<file path="config.mk">
export PLATFORM = sky130hd
export DESIGN_NAME = sd_cmd_issue
export DESIGN_NICKNAME = d
export VERILOG_FILES = /design/src/rtl/sdc_pkg.sv /design/src/rtl/sdc_cmd_reg.sv /design/src/rtl/sdc_frame_tx.sv /design/src/rtl/sdc_side_ctl.sv /design/src/rtl/sd_cmd_issue.sv
export SDC_FILE = /design/constraint.sdc
export NUM_CORES = 1
export LEC_CHECK = 0
export BUFFER_PORTS_ARGS = -buffer_cell sky130_fd_sc_hd__clkbuf_2
export CAP_MARGIN = 20
export CORE_MARGIN = 10
export CORE_UTILIZATION = 50
export CTS_CLUSTER_DIAMETER = 120
export DETAILED_ROUTE_END_ITERATION = 7
export PLACE_DENSITY = 0.76
export RECOVER_POWER = 50
export SLEW_MARGIN = 5
export SYNTH_ARGS = -nofsm -noshare
export SYNTH_HDL_FRONTEND = slang
export SYNTH_HIERARCHICAL = 1
export SYNTH_SLANG_ARGS = --single-unit
</file>
<file path="constraint.sdc">
create_clock -name clk -period 3.31 [get_ports clk]
set_input_delay 0.8275 -clock clk [delete_from_list [all_inputs] [get_ports clk]]
set_output_delay 0.8275 -clock clk [all_outputs]
set_load 0.05 [all_outputs]
</file>
<file path="src/rtl/sdc_pkg.sv">
// Package: shared constants, command-type encoding and the CRC7 function
// for the SD command issue block. Assumes MSB-first CRC over frame bits.
package sdc_pkg;

    localparam int FRAME_W = 48;
    localparam int IDX_W   = 6;
    localparam int ARG_W   = 32;
    localparam int CRC_W   = 7;
    localparam int BODY_W  = 2 + IDX_W + ARG_W;

    typedef enum logic [1:0] {
        CT_NORMAL  = 2'b00,
        CT_SUSPEND = 2'b01,
        CT_RESUME  = 2'b10,
        CT_ABORT   = 2'b11
    } cmd_kind_e;

    // CRC7, polynomial x^7 + x^3 + 1, zero seed, data taken MSB first
    function automatic logic [CRC_W-1:0] crc7_calc(input logic [BODY_W-1:0] body);
        logic [CRC_W-1:0] crc;
        logic             fb;
        crc = '0;
        for (int i = BODY_W - 1; i >= 0; i--) begin
            fb  = body[i] ^ crc[CRC_W-1];
            crc = {crc[CRC_W-2:0], 1'b0};
            if (fb) crc = crc ^ 7'h09;
        end
        return crc;
    endfunction

endpackage

</file>
<file path="src/rtl/sdc_cmd_reg.sv">
// Module: command register storage with byte-lane writes.
// Holds bits 13:0; bits 15:14 are reserved and held at zero.
// Assumes wr_en is a single-cycle strobe; an upper-lane write is a launch.
module sdc_cmd_reg #(
    parameter int REG_W = 16,
    parameter int RSVD_W = 2
) (
    input  logic             clk,
    input  logic             rst_n,
    input  logic             wr_en,
    input  logic [1:0]       wr_be,
    input  logic [REG_W-1:0] wr_data,
    output logic [REG_W-1:0] reg_q,
    output logic [REG_W-1:0] reg_nxt,
    output logic             launch
);
    localparam int HALF = REG_W / 2;

    // Merge the written lanes with the stored value
    always_comb begin
        reg_nxt = reg_q;
        if (wr_be[0]) reg_nxt[HALF-1:0] = wr_data[HALF-1:0];
        if (wr_be[1]) reg_nxt[REG_W-1:HALF] = {{RSVD_W{1'b0}}, wr_data[REG_W-RSVD_W-1:HALF]};
    end

    // Upper-lane write is the launch strobe
    assign launch = wr_en & wr_be[1];

    // Register storage
    always_ff @(posedge clk) begin
        if (!rst_n)     reg_q <= '0;
        else if (wr_en) reg_q <= reg_nxt;
    end

    assert_rsvd_zero_R1: assert property (@(posedge clk) disable iff (!rst_n)
        reg_q[REG_W-1:REG_W-RSVD_W] == '0);

    assert_low_write_keeps_high_R2: assert property (@(posedge clk) disable iff (!rst_n)
        (wr_en && wr_be == 2'b01) |=> $stable(reg_q[REG_W-1:HALF]));

endmodule

</file>
<file path="src/rtl/sdc_frame_tx.sv">
// Module: builds the 48-bit command frame and shifts it out MSB first,
// one bit per bit_en. A load always restarts from the start bit.
// Assumes load and bit_en are synchronous to clk.
module sdc_frame_tx
    import sdc_pkg::*;
#(
    parameter int FW = FRAME_W,
    parameter int IW = IDX_W,
    parameter int AW = ARG_W
) (
    input  logic          clk,
    input  logic          rst_n,
    input  logic          load,
    input  logic [IW-1:0] index,
    input  logic [AW-1:0] arg,
    input  logic          bit_en,
    output logic          line,
    output logic          busy,
    output logic          done
);
    localparam int CNT_W = $clog2(FW);
    localparam logic [CNT_W-1:0] LAST = CNT_W'(FW - 1);

    logic [FW-1:0]    frame;
    logic [FW-1:0]    shreg;
    logic [CNT_W-1:0] cnt;
    logic [CRC_W-1:0] crc;

    // Frame assembly: start, transmission, index, argument, CRC7, end
    always_comb begin
        crc   = crc7_calc({2'b01, index, arg});
        frame = {2'b01, index, arg, crc, 1'b1};
    end

    // Shift engine and bit counter
    always_ff @(posedge clk) begin
        if (!rst_n) begin
            shreg <= '1;
            cnt   <= '0;
            busy  <= 1'b0;
            done  <= 1'b0;
        end else begin
            done <= 1'b0;
            if (load) begin
                shreg <= frame;
                cnt   <= '0;
                busy  <= 1'b1;
            end else if (busy && bit_en) begin
                if (cnt == LAST) begin
                    busy <= 1'b0;
                    done <= 1'b1;
                end else begin
                    shreg <= {shreg[FW-2:0], 1'b1};
                    cnt   <= cnt + 1'b1;
                end
            end
        end
    end

    // Line is high while idle
    assign line = busy ? shreg[FW-1] : 1'b1;

    assert_idle_high_R5: assert property (@(posedge clk) disable iff (!rst_n)
        !busy |-> line);

    assert_load_starts_R3: assert property (@(posedge clk) disable iff (!rst_n)
        load |=> (busy && !line));

    assert_hold_without_enable_R3: assert property (@(posedge clk) disable iff (!rst_n)
        (busy && !bit_en && !load) |=> $stable(line));

    assert_done_ends_busy_R5: assert property (@(posedge clk) disable iff (!rst_n)
        done |-> (!busy && $past(busy)));

endmodule

</file>
<file path="src/rtl/sdc_side_ctl.sv">
// Module: command-inhibit for DAT and the data-path side effects of the
// command type (abort, suspend, resume). Side-effect levels are held
// until the next launch. Assumes susp_valid comes from the response logic.
module sdc_side_ctl
    import sdc_pkg::*;
(
    input  logic      clk,
    input  logic      rst_n,
    input  logic      launch,
    input  cmd_kind_e kind,
    input  logic      data_pres,
    input  logic      rd_active,
    input  logic      wr_active,
    input  logic      susp_valid,
    input  logic      susp_ok,
    input  logic      dat_done,
    output logic      dat_inhibit,
    output logic      stop_rd,
    output logic      stop_wr,
    output logic      bus_rel,
    output logic      resume_chk
);
    logic susp_pend;
    logic susp_win;

    assign susp_win = susp_pend & susp_valid & susp_ok;

    // DAT inhibit: set by a data launch, released by data end or suspend
    always_ff @(posedge clk) begin
        if (!rst_n)                   dat_inhibit <= 1'b0;
        else if (launch && data_pres) dat_inhibit <= 1'b1;
        else if (dat_done || susp_win) dat_inhibit <= 1'b0;
    end

    // Abort and resume levels, recomputed at every launch
    always_ff @(posedge clk) begin
        if (!rst_n) begin
            stop_rd    <= 1'b0;
            stop_wr    <= 1'b0;
            resume_chk <= 1'b0;
        end else if (launch) begin
            stop_rd    <= (kind == CT_ABORT) && rd_active;
            stop_wr    <= (kind == CT_ABORT) && wr_active;
            resume_chk <= (kind == CT_RESUME);
        end
    end

    // Suspend result tracking and bus release
    always_ff @(posedge clk) begin
        if (!rst_n) begin
            susp_pend <= 1'b0;
            bus_rel   <= 1'b0;
        end else if (launch) begin
            susp_pend <= (kind == CT_SUSPEND);
            bus_rel   <= 1'b0;
        end else if (susp_pend && susp_valid) begin
            susp_pend <= 1'b0;
            if (susp_ok) bus_rel <= 1'b1;
        end
    end

    assert_data_launch_inhibits_R7: assert property (@(posedge clk) disable iff (!rst_n)
        (launch && data_pres) |=> dat_inhibit);

    assert_abort_read_stop_R8: assert property (@(posedge clk) disable iff (!rst_n)
        (launch && kind == CT_ABORT && rd_active) |=> stop_rd);

    assert_suspend_fail_keeps_R9: assert property (@(posedge clk) disable iff (!rst_n)
        (susp_valid && !susp_ok && !launch && !dat_done) |=> ($stable(dat_inhibit) && $stable(bus_rel)));

    assert_suspend_ok_releases_R9: assert property (@(posedge clk) disable iff (!rst_n)
        (susp_pend && susp_valid && susp_ok && !launch) |=> (bus_rel && !dat_inhibit));

    assert_resume_level_R10: assert property (@(posedge clk) disable iff (!rst_n)
        launch |=> (resume_chk == ($past(kind) == CT_RESUME)));

endmodule

</file>
<file path="src/rtl/sd_cmd_issue.sv">
// Module: top of the SD command issue block. Connects the command register,
// the frame shifter and the data-path side-effect control. Assumes a single
// clock domain and that sd_clk_en marks SD bit periods.
module sd_cmd_issue
    import sdc_pkg::*;
#(
    parameter int REG_W = 16
) (
    input  logic             clk,
    input  logic             rst_n,
    input  logic             sd_clk_en,
    input  logic             wr_en,
    input  logic [1:0]       wr_be,
    input  logic [REG_W-1:0] wr_data,
    output logic [REG_W-1:0] rd_data,
    input  logic [ARG_W-1:0] cmd_arg,
    input  logic             rd_active,
    input  logic             wr_active,
    input  logic             susp_valid,
    input  logic             susp_ok,
    input  logic             dat_done,
    output logic             cmd_line,
    output logic             cmd_done,
    output logic             inhibit_cmd,
    output logic             inhibit_dat,
    output logic             data_present,
    output logic             stop_buf_read,
    output logic             stop_dat_drive,
    output logic             bus_released,
    output logic             resume_busy_chk
);
    localparam int HALF   = REG_W / 2;
    localparam int DP_BIT = 5;

    logic [REG_W-1:0] reg_q;
    logic [REG_W-1:0] reg_nxt;
    logic             launch;
    cmd_kind_e        kind_nxt;

    sdc_cmd_reg #(.REG_W(REG_W), .RSVD_W(2)) u_reg (
        .clk     (clk),
        .rst_n   (rst_n),
        .wr_en   (wr_en),
        .wr_be   (wr_be),
        .wr_data (wr_data),
        .reg_q   (reg_q),
        .reg_nxt (reg_nxt),
        .launch  (launch)
    );

    assign kind_nxt = cmd_kind_e'(reg_nxt[7:6]);

    sdc_frame_tx #(.FW(FRAME_W), .IW(IDX_W), .AW(ARG_W)) u_tx (
        .clk    (clk),
        .rst_n  (rst_n),
        .load   (launch),
        .index  (reg_nxt[HALF+IDX_W-1:HALF]),
        .arg    (cmd_arg),
        .bit_en (sd_clk_en),
        .line   (cmd_line),
        .busy   (inhibit_cmd),
        .done   (cmd_done)
    );

    sdc_side_ctl u_side (
        .clk         (clk),
        .rst_n       (rst_n),
        .launch      (launch),
        .kind        (kind_nxt),
        .data_pres   (reg_nxt[DP_BIT]),
        .rd_active   (rd_active),
        .wr_active   (wr_active),
        .susp_valid  (susp_valid),
        .susp_ok     (susp_ok),
        .dat_done    (dat_done),
        .dat_inhibit (inhibit_dat),
        .stop_rd     (stop_buf_read),
        .stop_wr     (stop_dat_drive),
        .bus_rel     (bus_released),
        .resume_chk  (resume_busy_chk)
    );

    // Register read-back and data-present mirror
    assign rd_data      = reg_q;
    assign data_present = reg_q[DP_BIT];

    assert_launch_sets_cmd_inhibit_R3: assert property (@(posedge clk) disable iff (!rst_n)
        launch |=> inhibit_cmd);

    assert_low_write_no_launch_R2: assert property (@(posedge clk) disable iff (!rst_n)
        (wr_en && wr_be == 2'b01 && !inhibit_cmd) |=> !inhibit_cmd);

endmodule

</file>
=== Word-level counts from Yosys, hierarchy flattened ===
Index checks and enable logic that the tools add are counted.

* Register bits after elaboration: 75
* Output and inout bits: 25

* Reduce and logical (&&, ||, !) cells: 17
* Bitwise gates (word level): 80
* Multiplexer cells: 52
* Equal/unequal tests: 5
* Add/subtract/negate cells: 1

{| class="wikitable"
|+ Operators with widths
! kind !! number
|-
| $mux 4 || 38
|-
| $mux 48 || 3
|-
| $not 2->2 || 37
|-
| $xor 1x1->1 || 34
|-
| $reduce_and 2->1 || 5
|-
| $mux 1 || 9
|-
| $mux 8 || 1
|-
| $reduce_bool 2->1 || 4
|-
| $add 6x1->6 const B || 1
|-
| $eq 6x6->1 const B || 1
|-
| $mux 6 || 1
|-
| $logic_and 1x1->1 || 5
|-
| $eq 2x2->1 const B || 2
|-
| $and 1x1->1 || 3
|-
| $not 1->1 || 3
|-
| $reduce_or 3->1 || 1
|-
| $xor 1x1->1 const B || 3
|-
| $eq 2x1->1 const B || 1
|-
| $ne 2x1->1 const B || 1
|-
| $reduce_or 2->1 || 1
|-
| $logic_or 1x1->1 || 1
|}

=== Depth between registers and ports, before layout ===
* Word-level depth: 77
* Mapped depth: 9
* Depth with buffers taken out: 7

=== Modules after synthesis ===
The synthesis kept the hierarchy.

{| class="wikitable"
|+ Modules (own cells, without submodules)
! module !! cells each !! instances !! area an instance (um^2)
|-
| sdc_frame_tx || 304 || 1 || 3,379.5
|-
| sdc_cmd_reg || 88 || 1 || 854.6
|-
| sdc_side_ctl || 25 || 1 || 254.0
|-
| sd_cmd_issue || 1 || 1 || 7.5
|}

=== Least setup slack after synthesis ===
OpenSTA, ideal clock, no wires.

* Path type: input-to-reg
* Start: input port wr_be[1]
* End: register u_tx.shreg[1]
* Data arrival time: 3.121 ns
* Required time: 3.188 ns
* Path buffers: 1
* Slack: 0.067 ns
* Stages: 8
* Cell sequence: buf_6 mux2_2 xnor2_2 xnor3_2 xnor3_2 xnor3_1 xnor2_1 o32a_1

{| class="wikitable"
|+ RTL lines
! element !! RTL line !! source
|-
| start, declared || sd_cmd_issue.sv:13 || <nowiki>input logic [1:0] wr_be,</nowiki>
|-
| $mux 6 * || sdc_cmd_reg.sv:23 || <nowiki>if (wr_be[1]) reg_nxt[REG_W-1:HALF] = {{RSVD_W{1'b0}}, wr_data[REG_W-RSVD_W-1:HALF]};</nowiki>
|-
| net reg_nxt[10] || sd_cmd_issue.sv:36 || <nowiki>logic [REG_W-1:0] reg_nxt;</nowiki>
|-
| $xor 1x1->1 * || sdc_pkg.sv:24 || <nowiki>fb = body[i] ^ crc[CRC_W-1];</nowiki>
|-
| $mux 4 * || sdc_pkg.sv:26 || <nowiki>if (fb) crc = crc ^ 7'h09;</nowiki>
|-
| $xor 1x1->1 or $mux 4 (tied branches) || sdc_pkg.sv:24, sdc_pkg.sv:26 ||
|-
| $mux 4 || sdc_pkg.sv:26 ||
|-
| $xor 1x1->1 (tied with other cells) || sdc_pkg.sv:24 ||
|-
| $mux 4 || sdc_pkg.sv:26 ||
|-
| (+11 left out) || - ||
|-
| $mux 4 || sdc_pkg.sv:26 ||
|-
| $mux 4 (tied with other cells) || sdc_pkg.sv:26 ||
|-
| $mux 4 || sdc_pkg.sv:26 ||
|-
| $not 2->2 (no line) or $xor 1x1->1 (tied branches) || - ||
|-
| $mux 4 * || sdc_pkg.sv:26 ||
|-
| $xor 1x1->1 * || sdc_pkg.sv:24 ||
|-
| $mux 4 * || sdc_pkg.sv:26 ||
|-
| $mux 48 * || sdc_frame_tx.sv:44 || <nowiki>if (load) begin</nowiki>
|-
| end signal, assigned || sdc_frame_tx.sv:45 || <nowiki>shreg <= frame;</nowiki>
|-
| end signal, assigned || sdc_frame_tx.sv:53 || <nowiki>shreg <= {shreg[FW-2:0], 1'b1};</nowiki>
|-
| end, declared || sdc_frame_tx.sv:25 || <nowiki>logic [FW-1:0] shreg;</nowiki>
|}

The timed path passes the listed nets; every way through them passes the cells marked *.
A chain may end at the register's enable or synchronous reset.

=== Worst setup path after layout ===
* Start: input port wr_be[1]
* End: register u_tx.shreg[3]

{| class="wikitable"
|+ RTL lines
! element !! RTL line
|-
| $mux 6 * || sdc_cmd_reg.sv:23
|-
| net reg_nxt[10] || sd_cmd_issue.sv:36
|-
| $xor 1x1->1 * || sdc_pkg.sv:24
|-
| $mux 4 * || sdc_pkg.sv:26
|-
| $xor 1x1->1 or $mux 4 (tied branches) || sdc_pkg.sv:24, sdc_pkg.sv:26
|-
| $mux 4 || sdc_pkg.sv:26
|-
| $mux 4 or $not 2->2 (tied branches) || -
|-
| $mux 4 || sdc_pkg.sv:26
|-
| (+15 left out) || -
|-
| $mux 4 || sdc_pkg.sv:26
|-
| $mux 4 or $not 2->2 (tied branches) || -
|-
| $mux 4 || sdc_pkg.sv:26
|-
| $not 2->2 (no line) or $xor 1x1->1 (tied branches) || -
|-
| $mux 4 * || sdc_pkg.sv:26
|-
| $xor 1x1->1 * || sdc_pkg.sv:24
|-
| $mux 4 * (3 in series) || sdc_pkg.sv:26
|-
| $mux 48 * || sdc_frame_tx.sv:44
|}

Marked as above.

==> summary.md <==
| Metric | Value |
|---|---|
| Status | finished clean |
| Final Core Density | around three fifths |
| Tmin final | about 3.1 ns |
| Number of fill cells in the layout | 777 |
| CORE AREA | about 8700 sq um |
| Detailed Route WL | ~9900 microns |
| Dpl cell area | approximately 5000 sq um |
| Root Buffer | clkbuf_8 |
| CP Class | in2reg |
| Fin nets | between 500 and 600 |
| Die footprint | between 10000 and 15000 sq um |
| CP max-delay cell | xnor3_1 |
| Max Freq | roughly 330 MHz |
| CTS max path bufs | 2 |
| Design Area, Final | 5152 sq um |
| Crit-path max FO | 6 |
| IO Port Bufs | between 80 and 90 |
| Final total power | roughly 3.2 mW |
| Worst Setup End Kind | flip-flop |
| Multi-input gate area | approximately 2700 sq um |
| CTS tree | done |
| Post-CTS Hold Fix Bufs | 0 |
| Crit-path max cell delay | 0.47 ns |
| ANT cells | 0 |
| H-tree levels | 3 |
| Area Overhead vs Synth | 16.59% |
| Std-Cell Rows | 34 |
| Number of CTS-inserted buffers | 9 |
| Die W | about 110 microns |
| Initial DRT Pass Iterations | 5 |
| CTS resizes | 0 |
| Relative slew margins | 15.62% |
| HP Class | reg2reg |
| Residual DRC count | 0 |
| Yosys warning count | 6 |
| Max cap viols | 0 |
| Total number of vias | around 3.2k |
| Crit start category | input port |
| Final Hold Vio Count | 0 |
| Routed WL per cell | around 16 microns |
| Worst-Margin Slew | approximately 1.3 ns |
| Initial Util | 50.92% |
| CP Cell Sequence | clkbuf_2, mux2_2, xnor2_2, xnor3_1, xnor2_2, xnor3_1, xor2_1, a211o_1 |
| Clock-pin slew reported for the worst setup and hold paths after clock tree synthesis | 0.09 ns |
| First-pass GRT wire length | 15950 microns |
| Layout cells sized above 1 | between 30 and 40% |
| Postcts setup bufs | 0 |
| Sequential Area | 1541 sq um |
| Clk_lat worst skew | 0.35 ns |
| Pins Over Slew Limit | 0 |
| Initial antenna violation count | 0 |
| Total gr overflow | 0 |
| Pleak | around 2.1 nW |
| Clk_skew | ~0.015 ns |
| VDD IR max | 293.4 uV |
| Setup-failing EPs final | 0 |
| Post-DP HPWL | 7304 microns |
| Largest net degree at the start of global routing | between 40 and 50 |
| I/O Pins | 84 |
| Vias in the first global route | 3389 |
| WP data required | between 3 and 4 ns |
| Mapped Area | approximately 4400 sq um |
| Pwr Density | approximately 610 nW/um^2 |
| Vias/cell | 5.288 |
| First DRT Iteration DRCs | 193 |
| Placer Congestion | between 0.7 and 0.8 |
| Setup TNS | 0 ns |
| Mapped Avg Cell Area | ~11 sq um |
| Arrival time at the worst endpoint | around 3.3 ns |
| # clock sinks | 77 |
| Die height | about 110 microns |
| Syn nets | ~470 |
| Final ANT Viol Nets | 0 |
| Total Routing Usage GR | around 15% |
| RSZ-0062 raised after global routing | false |
| Cells after synthesis | slightly above 400 |
| Final cycle utilization of the critical path | 92.64% |
## per-layer routing
layer	wire, microns	global-route usage [%]	part of all wire, %
met1	4428	16.90	45
met2	4906	26.69	50
met3	437	3.727	4.4
met4	88	4.678	0.89
met5	0	0	0
## cell type report
class	instances	share of cell area, %
clock buffer	9	2.404
inverter	3	0.2186
multi-input combinational	304	51.97
timing repair buffer	103	10.88
sequential	77	29.92
tap	108	2.623
clock inverter	7	1.991
## power breakdown
part	internal [mW]	total (mW)	switching [mW]
sequential	0.994	1.03	0.0339
combinational	0.770	1.33	0.557
clock	0.435	0.811	0.376
## path summary, 6_finish.rpt
kind	from	endpoint	slack, ns	depth (start not counted)
setup / recovery	wr_be[1]	u_tx/shreg[3]	0.24	8
hold / removal	u_reg/reg_q[0]	u_reg/reg_q[0]	0.46	2
setup reg to reg	u_tx/cnt[0]	u_tx/shreg[30]	0.57	8
hold reg to reg	u_reg/reg_q[0]	u_reg/reg_q[0]	0.46	2
## sequential cells by signal (all words and copies together), names as in the netlist
| name | count |
|---|---|
| u_reg/reg_q | 16 |
| u_tx/busy | 1 |
| u_side/stop_wr | 1 |
| u_side/dat_inhibit | 1 |
| u_side/susp_pend | 1 |
| u_tx/cnt | 6 |
| u_tx/done | 1 |
| u_side/stop_rd | 1 |
| u_tx/shreg | 47 |
| u_side/resume_chk | 1 |
| u_side/bus_rel | 1 |
## worst max-delay path, delay by kind of cell
kind	cells	cell delay [ns]
compound gates	1	0.29
xor+xnor	5	1.64
buf+inv	1	0.15
mux	1	0.41
## cell usage in the layout (no fill, tap or decap), types with 3 or more instances in the layout
cell and instances:
a21boi_0 4, nand2_1 58, xnor3_1 13, and3_1 4
o22a_1 3, dfxtp_1 77, o21ai_0 18, buf_4 19
clkbuf_1 26, nand4_1 18, nor2_1 10, clkbuf_2 56
inv_6 4, xnor2_1 31, xnor3_2 4, xnor2_2 4
xor2_1 12, nand2b_1 5, clkbuf_8 9, nand3b_1 3
mux2i_1 42, inv_1 3, mux2_2 48
## through the flow
step,setup WS (ns),instances,hold slack [ns]
after floorplan,0.06733,411,0.4314
after global placement,-0.08431,595,0.4474
after detailed placement,-0.1042,595,0.4485
after CTS,0.2621,611,0.4642
after global routing,0.1734,611,0.4997
final,0.2438,611,0.4609
No activity file was read; power rests on OpenSTA's default activity.
